## config.mk

```make
export PLATFORM = sky130hd
export DESIGN_NAME = ibb_bridge
export DESIGN_NICKNAME = d
export VERILOG_FILES = /design/src/rtl/ibb_pkg.sv /design/src/rtl/ibb_cmd_decode.sv /design/src/rtl/ibb_engine.sv /design/src/rtl/ibb_window.sv /design/src/rtl/ibb_bridge.sv
export SDC_FILE = /design/constraint.sdc
export NUM_CORES = 1
export LEC_CHECK = 0
export ABC_AREA = 1
export BUFFER_PORTS_ARGS = -buffer_cell sky130_fd_sc_hd__buf_2
export CORE_MARGIN = 3
export CORE_UTILIZATION = 39
export DETAILED_ROUTE_END_ITERATION = 8
export GPL_TIMING_DRIVEN = 0
export HOLD_SLACK_MARGIN = 0.15
export PLACE_DENSITY = 0.76
export SETUP_SLACK_MARGIN = 0.3
export SYNTH_ARGS = -nofsm -noshare
export SYNTH_HDL_FRONTEND = slang
export SYNTH_SLANG_ARGS = --single-unit
```

## constraint.sdc

```tcl
create_clock -name clk -period 1.2 [get_ports clk]
set_clock_uncertainty 0.15 [all_clocks]
set_input_delay 0.12 -clock clk [delete_from_list [all_inputs] [get_ports clk]]
set_output_delay 0.12 -clock clk [all_outputs]
set_load 0.01 [all_outputs]
```

## src/rtl/ibb_pkg.sv

```systemverilog
package ibb_pkg;
  typedef enum logic [1:0] {
    OP_NOP = 2'd0,
    OP_RD  = 2'd1,
    OP_WR  = 2'd2,
    OP_RSV = 2'd3
  } ibb_op_e;

  localparam int OFS_PARAM  = 8;
  localparam int OFS_CMD    = 16;
  localparam int OFS_STATUS = 24;

  localparam int CMD_ADDR_LSB = 32;
  localparam int CMD_OP_LSB   = 62;
  localparam int STAT_VLD_BIT = 32;
endpackage

```

## src/rtl/ibb_cmd_decode.sv

```systemverilog
module ibb_cmd_decode
  import ibb_pkg::*;
#(
  parameter int HOST_AW = 5,
  parameter int IB_AW   = 13,
  parameter int IB_DW   = 32
) (
  input  logic               h_wr_en,
  input  logic [HOST_AW-1:0] h_wr_addr,
  input  logic [63:0]        h_wr_data,
  output logic               launch,
  output logic               launch_we,
  output logic [IB_AW-1:0]   launch_addr,
  output logic [IB_DW-1:0]   launch_wdata
);
  ibb_op_e op;

  always_comb begin
    op           = ibb_op_e'(h_wr_data[CMD_OP_LSB +: 2]);
    launch_we    = (op == OP_WR);
    launch_addr  = h_wr_data[CMD_ADDR_LSB +: IB_AW];
    launch_wdata = h_wr_data[IB_DW-1:0];
    launch       = h_wr_en && (h_wr_addr == HOST_AW'(OFS_CMD)) &&
                   ((op == OP_RD) || (op == OP_WR));
  end
endmodule

```

## src/rtl/ibb_engine.sv

```systemverilog
module ibb_engine #(
  parameter int IB_AW = 13,
  parameter int IB_DW = 32
) (
  input  logic             clk,
  input  logic             rst_n,
  input  logic             launch,
  input  logic             launch_we,
  input  logic [IB_AW-1:0] launch_addr,
  input  logic [IB_DW-1:0] launch_wdata,
  output logic             ib_valid,
  input  logic             ib_ready,
  output logic             ib_we,
  output logic [IB_AW-1:0] ib_addr,
  output logic [IB_DW-1:0] ib_wdata,
  input  logic [IB_DW-1:0] ib_rdata,
  output logic             stat_valid,
  output logic [IB_DW-1:0] stat_rdata
);
  always_ff @(posedge clk) begin
    if (!rst_n) begin
      ib_valid   <= 1'b0;
      ib_we      <= 1'b0;
      ib_addr    <= '0;
      ib_wdata   <= '0;
      stat_valid <= 1'b0;
      stat_rdata <= '0;
    end else if (ib_valid) begin
      if (ib_ready) begin
        ib_valid   <= 1'b0;
        stat_valid <= 1'b1;
        if (!ib_we) stat_rdata <= ib_rdata;
      end
    end else if (launch) begin
      ib_valid   <= 1'b1;
      ib_we      <= launch_we;
      ib_addr    <= launch_addr;
      ib_wdata   <= launch_wdata;
      stat_valid <= 1'b0;
    end
  end
endmodule

```

## src/rtl/ibb_window.sv

```systemverilog
module ibb_window
  import ibb_pkg::*;
#(
  parameter int          HOST_AW       = 5,
  parameter int          IB_DW         = 32,
  parameter bit          SPI_LSB_FIRST = 1'b0,
  parameter int          SPI_WIDTH     = 32,
  parameter int          SPI_NUM_CS    = 1,
  parameter bit          SPI_CPOL      = 1'b0,
  parameter bit          SPI_CPHA      = 1'b0,
  parameter logic [15:0] SPI_PERIPH_ID = 16'h00C5
) (
  input  logic [HOST_AW-1:0] h_rd_addr,
  input  logic               stat_valid,
  input  logic [IB_DW-1:0]   stat_rdata,
  output logic [63:0]        h_rd_data
);
  localparam logic [5:0] WIDTH_F = 6'(SPI_WIDTH);
  localparam logic [5:0] CS_F    = 6'(SPI_NUM_CS);
  localparam logic [63:0] PARAM_WORD =
    {16'h0, SPI_PERIPH_ID, 16'h0, SPI_CPHA, SPI_CPOL, CS_F, WIDTH_F,
     SPI_LSB_FIRST, 1'b0};

  logic [63:0] status_word;

  always_comb begin
    status_word = '0;
    status_word[IB_DW-1:0]    = stat_rdata;
    status_word[STAT_VLD_BIT] = stat_valid;
    if (h_rd_addr == HOST_AW'(OFS_PARAM))       h_rd_data = PARAM_WORD;
    else if (h_rd_addr == HOST_AW'(OFS_STATUS)) h_rd_data = status_word;
    else                                         h_rd_data = '0;
  end
endmodule

```

## src/rtl/ibb_bridge.sv

```systemverilog
module ibb_bridge #(
  parameter int          HOST_AW       = 5,
  parameter int          IB_AW         = 13,
  parameter int          IB_DW         = 32,
  parameter bit          SPI_LSB_FIRST = 1'b0,
  parameter int          SPI_WIDTH     = 32,
  parameter int          SPI_NUM_CS    = 1,
  parameter bit          SPI_CPOL      = 1'b0,
  parameter bit          SPI_CPHA      = 1'b0,
  parameter logic [15:0] SPI_PERIPH_ID = 16'h00C5
) (
  input  logic               clk,
  input  logic               rst_n,
  input  logic               h_wr_en,
  input  logic [HOST_AW-1:0] h_wr_addr,
  input  logic [63:0]        h_wr_data,
  input  logic [HOST_AW-1:0] h_rd_addr,
  output logic [63:0]        h_rd_data,
  output logic               ib_valid,
  input  logic               ib_ready,
  output logic               ib_we,
  output logic [IB_AW-1:0]   ib_addr,
  output logic [IB_DW-1:0]   ib_wdata,
  input  logic [IB_DW-1:0]   ib_rdata
);
  logic             launch;
  logic             launch_we;
  logic [IB_AW-1:0] launch_addr;
  logic [IB_DW-1:0] launch_wdata;
  logic             stat_valid;
  logic [IB_DW-1:0] stat_rdata;

  ibb_cmd_decode #(.HOST_AW(HOST_AW), .IB_AW(IB_AW), .IB_DW(IB_DW)) u_dec (
    .h_wr_en(h_wr_en), .h_wr_addr(h_wr_addr), .h_wr_data(h_wr_data),
    .launch(launch), .launch_we(launch_we),
    .launch_addr(launch_addr), .launch_wdata(launch_wdata)
  );

  ibb_engine #(.IB_AW(IB_AW), .IB_DW(IB_DW)) u_eng (
    .clk(clk), .rst_n(rst_n),
    .launch(launch), .launch_we(launch_we),
    .launch_addr(launch_addr), .launch_wdata(launch_wdata),
    .ib_valid(ib_valid), .ib_ready(ib_ready), .ib_we(ib_we),
    .ib_addr(ib_addr), .ib_wdata(ib_wdata), .ib_rdata(ib_rdata),
    .stat_valid(stat_valid), .stat_rdata(stat_rdata)
  );

  ibb_window #(
    .HOST_AW(HOST_AW), .IB_DW(IB_DW), .SPI_LSB_FIRST(SPI_LSB_FIRST),
    .SPI_WIDTH(SPI_WIDTH), .SPI_NUM_CS(SPI_NUM_CS), .SPI_CPOL(SPI_CPOL),
    .SPI_CPHA(SPI_CPHA), .SPI_PERIPH_ID(SPI_PERIPH_ID)
  ) u_win (
    .h_rd_addr(h_rd_addr), .stat_valid(stat_valid),
    .stat_rdata(stat_rdata), .h_rd_data(h_rd_data)
  );
endmodule

```

==> results.py, run 1 <==
metrics = {
    "final_layout": {
        "post-route-util_pct": 83.3,
        "final_area_mm2": 0.00748,
        "mostFrequentLayoutCells": "139 x nor2_1, 106 x buf_6, 96 x buf_2",
        "diodes": 0,
        "instances_no_fill": 1003,
        "final_nets": 985,
        "fillers": 443,
        "layout_commonest_cell": "nor2_1",
        "drive_gt1_share_pct": 53.7,
        "areaGrowthSynthToFinish_pct": 102,
    },
    "placement": {
        "gp_congestion": 0.854,
        "dp.cells": 890,
        "portBuffers": 174,
        "placed_cell_area_mm2": 0.00524,
        "dp_hpwl_um": 8370,
    },
    "timing": {
        "finalCritPeriodShare_pct": 119,
        "slew_violations": 0,
        "rsz0062_at_grt": "true",
        "period_minus_slack_ns": 1.43,
        "relSlewSlack_pct": 59.0,
        "worst_slack_ns": -0.229,
        "worst_pin_slew_ns": 0.615,
        "hold_slack_ns": -0.0289,
        "hold_viol_final": 11,
        "max_clock_freq_mhz": 700,
        "setup_viol": 117,
        "finalSetupTns_ns": -14.55,
    },
    "logic_synthesis": {
        "synth_seq_area_share_pct": 43.3,
        "synth_xor_area_share_pct": 0,
        "ys_types": 19,
        "synth-adder-area-share_pct": 0.339,
        "synth_compound_area_share_pct": 4.88,
        "synthSimpleGateAreaFrac_pct": 32.1,
        "netlist.top_cell.by_area": "dfxtp_1",
        "yosysWarnings": 0,
        "synth_top_family_by_area": "simple AND/OR/NAND/NOR gates",
        "synth_area_leaders": "dfxtp_1 43%, nor2_1 20%, inv_1 8.7%",
        "avgSynthCellArea_um2": 6.56,
        "ys_seq_elements": 80,
        "netlist_area_mm2": 0.00369,
        "yosysTopAreaCellShare_pct": 43.3,
        "synthMuxAreaShare_pct": 0,
        "syn-instance-count": 563,
    },
    "critical_path": {
        "cp_data_required_time_ns": 1.31,
        "cp-start-kind": "flop",
        "arrival_ns": 1.54,
        "worstSetupEndpointType": "flop",
        "path_class": "flop to flop",
        "path_max_fanout": 5,
    },
    "detailed_routing": {
        "viasPerCell": 4.83,
        "wl_um": 17000,
        "dr_total_vias": 4845,
        "first_pass_iters": 6,
        "wl_per_cell_um": 17.0,
        "drtIter0Drc": 178,
        "drc_errors": 0,
        "ant_nets": 0,
    },
    "power": {
        "power_density_mw_per_mm2": 787,
        "power.leakage_nw": 3.51,
        "totalPowerFinal_mw": 5.89,
        "ir_worst_vdd_v": 0.000660,
    },
    "die": {
        "die_w_um": 103,
        "die_area_mm2": 0.0107,
        "core_area_mm2": 0.00898,
        "row_count": 34,
        "die_h_um": 103,
        "ios": 221,
        "initial_core_util_pct": 41.2,
    },
    "clock_tree": {
        "cts_root_buffer": "clkbuf_8",
        "cts_tree": "built",
        "clkSlewWorstSetupHoldPaths_ns": 0.08,
        "insertion_delay_ns": 0.34,
        "htree_levels": 3,
        "clk_path_buf_depth": 2,
        "cts_hold_buf": 60,
        "cts_inserted_buffers": 9,
        "cts_num_sinks": 80,
    },
    "global_routing": {
        "grt_max_degree": 13,
        "antenna_found_initial": 0,
        "grt_first_pass_wirelength_um": 22300,
        "overflow": 0,
        "first_global_vias": 4834,
        "grt_use_total_pct": 26.8,
    },
    "job": {
        "cap_violations": 0,
    },
    "run_status": {
        "violations": "hold timing, setup timing",
        "status": "finished, violations left",
    },
    "min_path": {
        "hp-class": "input pin to flop",
    },
}
==> kinds of logic after synthesis <==
logic type	after synthesis
and+or+nand+nor	297
adders and majority gates	1
other	1
buffers and inverters	148
DFF	80
AOI/OAI and AO/OA	36
==> synth_stat cells <==
cell and instances:
conb_1 1, buf_4 30, ha_1 1, buf_2 16, nor3_1 1, nor2_2 3, o21ai_1 5, o21ai_0 27
buf_6 3, dfxtp_1 80, nor2_1 194, inv_1 86, nand2_1 50, buf_1 3, a21oi_1 4, clkbuf_1 9
nand3_1 48, nand4_1 1, inv_2 1
==> per-layer routing <==
metal | share of wire (%) | GRT usage (%) | wire [um] | up-vias
met5 | 0 | 0 | 0 | -
met4 | 4.4 | 12.5 | 748 | 0
met3 | 8.7 | 6.71 | 1470 | 67
met2 | 53 | 51.4 | 8950 | 306
met1 | 34 | 26.7 | 5860 | 2237
li1 | - | - | - | 2235
==> critical path, stage by stage (launching register included) <==
cell and delay, ns:
dfxtp_4 0.40, nand2_4 0.06, nor2_4 0.22, buf_6 0.16
buf_8 0.12, o21ai_1 0.09, nor2_1 0.16
==> metrics by stage <==
stage                     hold WS (ns)  worst slack [ns]
after global placement           0.192            -0.316
after global routing           -0.0159            -0.295
after detailed placement         0.198            -0.346
after floorplan                  0.105           -0.0209
after CTS                      -0.0623            -0.157
final                          -0.0289            -0.229
==> path summary, 6_finish.rpt <==
kind	slack, ns	end	start	cells after the start
setup reg to reg	-0.23	u_eng.stat_rdata[18]$_SDFFE_PN0P_	u_eng.ib_valid$_SDFF_PN0_	6
hold reg to reg	0.32	u_eng.ib_wdata[5]$_SDFFE_PN0P_	u_eng.ib_wdata[5]$_SDFFE_PN0P_	2
hold / removal	-0.03	u_eng.ib_addr[12]$_SDFFE_PN0P_	h_wr_data[44]	5
setup / recovery	-0.23	u_eng.stat_rdata[18]$_SDFFE_PN0P_	u_eng.ib_valid$_SDFF_PN0_	6
==> layout make-up <==
class | count | area, um2 | share of cell area (%)
flip-flops and latches | 80 | 1710 | 22.8
repair inverters | 1 | 6.26 | 0.0836
well taps | 126 | 158 | 2.11
clock inverters | 4 | 95.1 | 1.27
repair buffers | 272 | 2440 | 32.6
plain buffers | 61 | 569 | 7.61
inverters | 87 | 342 | 4.57
multi-input cells | 362 | 2040 | 27.2
clock buffers | 10 | 128 | 1.71
==> sequential cells by signal, indices dropped and copies added, names as in the netlist <==
signal	count
u_eng.stat_valid	1
u_eng.stat_rdata	32
u_eng.ib_addr	13
u_eng.ib_we	1
u_eng.ib_valid	1
u_eng.ib_wdata	32
==> where the power goes <==
part	switching, mW	internal, mW
clock network	0.945	1.36
registers	0.0133	2.66
logic	0.438	0.469
==> timing repair <==
item | in CTS | in global routing
cloned | 7 | 7
setup endpoints to repair | 163 | 163
setup buffers | 18 | 7
hold endpoints to repair | 80 | 21
gates resized for setup | 237 | 78
pin swaps | 25 | 20
No activity file was read; power rests on OpenSTA's default activity.
==> run 2: changes to the inputs <==
PLACE_DENSITY = 0.87   (was 0.76)
==> run 2 against run 1 <==
Utilization fell by 1.1 points. Critical path type unchanged. Combinational power shrank 2.2%. Clock power down 13%. Sequential power barely moved. Register-to-register slack got worse by 0.06 ns. Wire length is 0.41% lower. Sequential cell count unchanged. The flow still finishes with violations (hold timing, setup timing). Highest routed layer unchanged.
==> results.py, run 2 (synthesis gave the netlist of run 1 again) <==
metrics = {
    "critical_path": {
        "worstSetupEndpointType": "flop",
        "cpPeakStageDelay_ns": 0.38,
        "path_class": "flop to flop",
        "path_max_fanout": 7,
        "cp_data_required_time_ns": 1.27,
        "arrival_ns": 1.56,
        "worst_path_max_delay_cell": "dfxtp_4",
        "cp-start-kind": "flop",
        "path_cells": "nand2_2 -> nor2_4 -> buf_12 -> clkbuf_16 -> o21ai_0 -> nor2_1",
    },
    "clock_tree": {
        "cts_tree": "built",
        "clkSlewWorstSetupHoldPaths_ns": 0.09,
        "clk_path_buf_depth": 2,
        "htree_levels": 3,
        "insertion_delay_ns": 0.34,
        "cts_hold_buf": 66,
        "cts_num_sinks": 80,
        "cts_inserted_buffers": 9,
        "cts_root_buffer": "clkbuf_8",
    },
    "timing": {
        "setup_viol": 115,
        "period_minus_slack_ns": 1.49,
        "rsz0062_at_grt": "true",
        "hold_slack_ns": -0.0606,
        "relSlewSlack_pct": 64.1,
        "max_clock_freq_mhz": 672,
        "worst_slack_ns": -0.289,
        "slew_violations": 0,
        "worst_pin_slew_ns": 0.538,
        "finalCritPeriodShare_pct": 124,
        "hold_viol_final": 9,
    },
    "final_layout": {
        "areaGrowthSynthToFinish_pct": 99.8,
        "mostFrequentLayoutCells": "120 x nor2_1, 100 x buf_2, 87 x buf_6",
        "fillers": 465,
        "multi_input_area_mm2": 0.00205,
        "final_nets": 974,
        "drive_gt1_share_pct": 54.3,
        "layout_commonest_cell": "nor2_1",
        "largest_registers": "u_eng.ib_wdata (32), u_eng.stat_rdata (32), u_eng.ib_addr (13)",
        "ff_latch_area_mm2": 0.00170,
    },
    "min_path": {
        "hp-class": "input pin to flop",
    },
    "die": {
        "die_h_um": 103,
        "core_area_mm2": 0.00898,
        "row_count": 34,
        "die_w_um": 103,
        "initial_core_util_pct": 41.2,
        "die_area_mm2": 0.0107,
        "ios": 221,
    },
    "detailed_routing": {
        "ant_nets": 0,
        "drc_errors": 0,
        "first_pass_iters": 5,
        "drtIter0Drc": 190,
        "wl_per_cell_um": 17.0,
        "dr_total_vias": 4820,
        "viasPerCell": 4.84,
        "wl_um": 17000,
    },
    "global_routing": {
        "first_global_vias": 4806,
        "antenna_found_initial": 0,
        "grt_first_pass_wirelength_um": 22500,
        "grt_max_degree": 14,
        "grt_use_total_pct": 27.3,
        "overflow": 0,
    },
    "run_status": {
        "violations": "hold timing, setup timing",
        "status": "finished, violations left",
    },
    "placement": {
        "dpl_worst_slack_ns": -0.360,
        "gp_congestion": 0.833,
        "dp_hpwl_um": 7980,
        "portBuffers": 174,
    },
    "power": {
        "power.leakage_nw": 3.44,
        "ir_worst_vdd_v": 0.000508,
        "power_density_mw_per_mm2": 755,
    },
    "job": {
        "cap_violations": 0,
    },
}
==> run 2: area by class of cell <==
cell class | instances | share of cell area, %
flip-flops and latches | 80 | 23.1
well taps | 126 | 2.14
inverters | 87 | 4.63
multi-input cells | 362 | 27.7
plain buffers | 61 | 7.78
repair buffers | 262 | 32.1
clock inverters | 4 | 0.746
diodes | 1 | 0.0339
clock buffers | 12 | 1.83
==> run 2: worst max-delay path: cells and delay by family (launching register included) <==
family,cells,cell delay (ns)
DFF,1,0.38
AOI/OAI and AO/OA,1,0.31
buffers and inverters,2,0.29
and+or+nand+nor,3,0.25
==> run 2: final timing paths <==
kind	startpoint	to	slack (ns)	depth (start not counted)
max reg2reg	u_eng.ib_valid$_SDFF_PN0_	u_eng.stat_rdata[20]$_SDFFE_PN0P_	-0.29	6
max	u_eng.ib_valid$_SDFF_PN0_	u_eng.stat_rdata[20]$_SDFFE_PN0P_	-0.29	6
min	ib_ready	u_eng.ib_valid$_SDFF_PN0_	-0.06	4
min reg2reg	u_eng.ib_wdata[31]$_SDFFE_PN0P_	u_eng.ib_wdata[31]$_SDFFE_PN0P_	0.33	2
==> run 2: through the flow <==
stage                     setup TNS, ns  instances  util, %  power [mW]  area, um2
final                            -15.90        995     82.2        5.58       7380
after global routing             -20.39        994     82.2        5.75       7380
after CTS                         -7.57        982     77.3        5.48       6930
after detailed placement         -22.98        890     58.3        3.30       5240
after global placement           -20.78        890     58.3        3.29       5240
after floorplan                  -0.554        590        -        3.07       4210
==> run 2: layer usage <==
layer	part of all wire, %	wire length, um	up-vias	global-route usage [%]
li1	-	-	2218	-
met1	35	6010	2241	27.3
met2	53	8920	295	52.5
met3	7.9	1340	66	6.64
met4	4.1	695	0	12.9
met5	0	0	-	0
==> run 2: what timing repair did <==
item | CTS | global route
gates cloned | 3 | 5
hold endpoints to repair | 80 | 13
pin swaps | 10 | 16
resized for setup | 217 | 80
buffers inserted | 7 | 7
setup endpoints to repair | 163 | 163
==> run 2: power by group <==
group	switching, mW	internal, mW
logic	0.425	0.462
registers	0.0128	2.67
clock network	1.04	0.974
==> run 3: changes to the inputs <==
CORE_UTILIZATION = 44   (was 39)
PLACE_DENSITY = 0.92   (was 0.87)
clock period = 1.4 ns   (was 1.2 ns; I/O delays follow)
==> run 3 against run 2 <==
The flow finishes with violations (setup timing). Wire length increased by 30%. Die area decreased by 11%. Critical path depth increased by 1. Register-to-register slack improved by 0.11 ns. Non-clock buffer count increased by 35. Largest power group unchanged.
==> results.py, run 3 (synthesis gave the netlist of run 1 again) <==
metrics = {
    "global_routing": {
        "antenna_found_initial": 2,
        "grt_first_pass_wirelength_um": 23800,
        "overflow": 0,
        "grt_use_total_pct": 30.9,
        "first_global_vias": 4859,
        "grt_max_degree": 14,
    },
    "placement": {
        "dp_hpwl_um": 7820,
        "portBuffers": 174,
        "dp.cells": 866,
        "gp_congestion": 0.827,
        "dpl_worst_slack_ns": -0.169,
        "placed_cell_area_mm2": 0.00483,
    },
    "clock_tree": {
        "clkSlewWorstSetupHoldPaths_ns": 0.08,
        "cts_num_sinks": 80,
        "cts_tree": "built",
        "insertion_delay_ns": 0.37,
        "clk_path_buf_depth": 2,
        "cts_inserted_buffers": 9,
        "cts_root_buffer": "clkbuf_8",
        "htree_levels": 3,
    },
    "detailed_routing": {
        "wl_um": 22100,
        "ant_nets": 0,
        "wl_per_cell_um": 22.0,
        "dr_total_vias": 5656,
        "drtIter0Drc": 497,
        "first_pass_iters": 9,
        "drc_errors": 0,
        "viasPerCell": 5.61,
    },
    "min_path": {
        "holdPathStages": 6,
        "hp-class": "input pin to flop",
    },
    "timing": {
        "worst_pin_slew_ns": 0.613,
        "finalCritPeriodShare_pct": 113,
        "setup_viol": 53,
        "hold_viol_final": 0,
        "slew_violations": 0,
        "rsz0062_at_grt": "true",
        "max_clock_freq_mhz": 634,
        "worst_slack_ns": -0.178,
        "finalSetupTns_ns": -2.42,
        "relSlewSlack_pct": 59.1,
        "hold_slack_ns": 0.237,
        "period_minus_slack_ns": 1.58,
    },
    "critical_path": {
        "path_cells": "nor2_4 -> nand2_4 -> inv_8 -> buf_4 -> nand3_1 -> nand2_1 -> nor2_1",
        "cp_data_required_time_ns": 1.50,
        "arrival_ns": 1.68,
        "path_class": "flop to flop",
        "cpPeakStageDelay_ns": 0.38,
        "worstSetupEndpointType": "flop",
        "path_max_fanout": 10,
        "cp-start-kind": "flop",
        "rr_worst_depth": 7,
        "worst_path_max_delay_cell": "dfxtp_4",
    },
    "run_status": {
        "violations": "setup timing",
        "status": "finished, violations left",
    },
    "final_layout": {
        "ff_latch_area_mm2": 0.00171,
        "mostFrequentLayoutCells": "114 x nor2_1, 109 x buf_2, 84 x buf_6",
        "instances_no_fill": 1008,
        "final_nets": 1009,
        "largest_registers": "u_eng.ib_wdata (32), u_eng.stat_rdata (32), u_eng.ib_addr (13)",
        "drive_gt1_share_pct": 52.8,
        "areaGrowthSynthToFinish_pct": 103,
        "final_area_mm2": 0.00751,
        "fillers": 231,
        "multi_input_area_mm2": 0.00200,
        "layout_commonest_cell": "nor2_1",
    },
    "die": {
        "die_area_mm2": 0.00953,
        "die_w_um": 97.6,
        "die_h_um": 97.6,
        "core_area_mm2": 0.00793,
        "row_count": 32,
        "initial_core_util_pct": 46.6,
        "ios": 221,
    },
    "job": {
        "cap_violations": 0,
    },
    "power": {
        "ir_worst_vdd_v": 0.000443,
        "power.leakage_nw": 3.62,
        "power_density_mw_per_mm2": 659,
    },
}
## run 3: cell count changes in the layout (fill, tap and decap cells not counted), moves of 8 or more
cell,before,now
nand3_2,16,0
nand3_1,31,47
o21ai_0,25,11
inv_1,59,67
inv_2,25,17
o21ai_2,0,8
dlygate4sd3_1,66,79
dfxtp_1,1,9
dfxtp_2,78,64
nor2_2,28,37
buf_4,39,57
buf_2,100,109
## run 3: critical path, delay by kind of cell, from the launching register on
kind | cells | cell delay [ns]
simple gates | 5 | 0.64
flops | 1 | 0.38
buf+inv | 2 | 0.28
## run 3: final timing paths
kind	end	slack, ns	from
worst min-delay path	u_eng.ib_wdata[10]$_SDFFE_PN0P_	0.24	h_wr_addr[4]
worst max register to register	u_eng.ib_wdata[3]$_SDFFE_PN0P_	-0.18	u_eng.ib_valid$_SDFF_PN0_
worst min register to register	u_eng.ib_addr[11]$_SDFFE_PN0P_	0.33	u_eng.ib_addr[11]$_SDFFE_PN0P_
worst max-delay path	u_eng.ib_wdata[3]$_SDFFE_PN0P_	-0.18	u_eng.ib_valid$_SDFF_PN0_
## run 3: final cells by class
cell class | count | area share [%]
antenna | 3 | 0.0999
clock inverter | 5 | 0.749
clock buffer | 11 | 1.88
multi-input combinational | 362 | 26.6
tap | 102 | 1.70
sequential | 80 | 22.7
buffer | 61 | 7.26
timing repair buffer | 297 | 34.4
inverter | 87 | 4.58
## run 3: report_power, final
group	leakage (nW)	total [mW]	switching [mW]	internal, mW
combinational	2.84	0.832	0.412	0.420
clock	0.0993	1.83	0.958	0.872
sequential	0.683	2.29	0.0137	2.27
## run 3: layer usage
layer	global-route usage (%)	vias to the layer above	wire length (um)
li1	-	2293	-
met1	31.8	2562	6980
met2	55.6	599	10600
met3	8.26	202	2490
met4	18.5	0	2090
met5	0	-	0
## run 3: repair_timing
item | in CTS | in global routing
buffers inserted | 3 | 29
hold endpoints to repair | 80 | 2
pin swaps | 25 | 47
hold buffers | 79 | 1
gates resized for setup | 170 | 223
endpoints found under the setup margin | 161 | 163
gates cloned | 4 | 8
## run 3: per-stage QoR
step	total power, mW	util [%]
floorplan	2.60	-
global placement	2.78	61.0
detailed placement	2.79	61.0
CTS	4.68	80.7
global route	5.06	94.7
finish	4.95	94.8
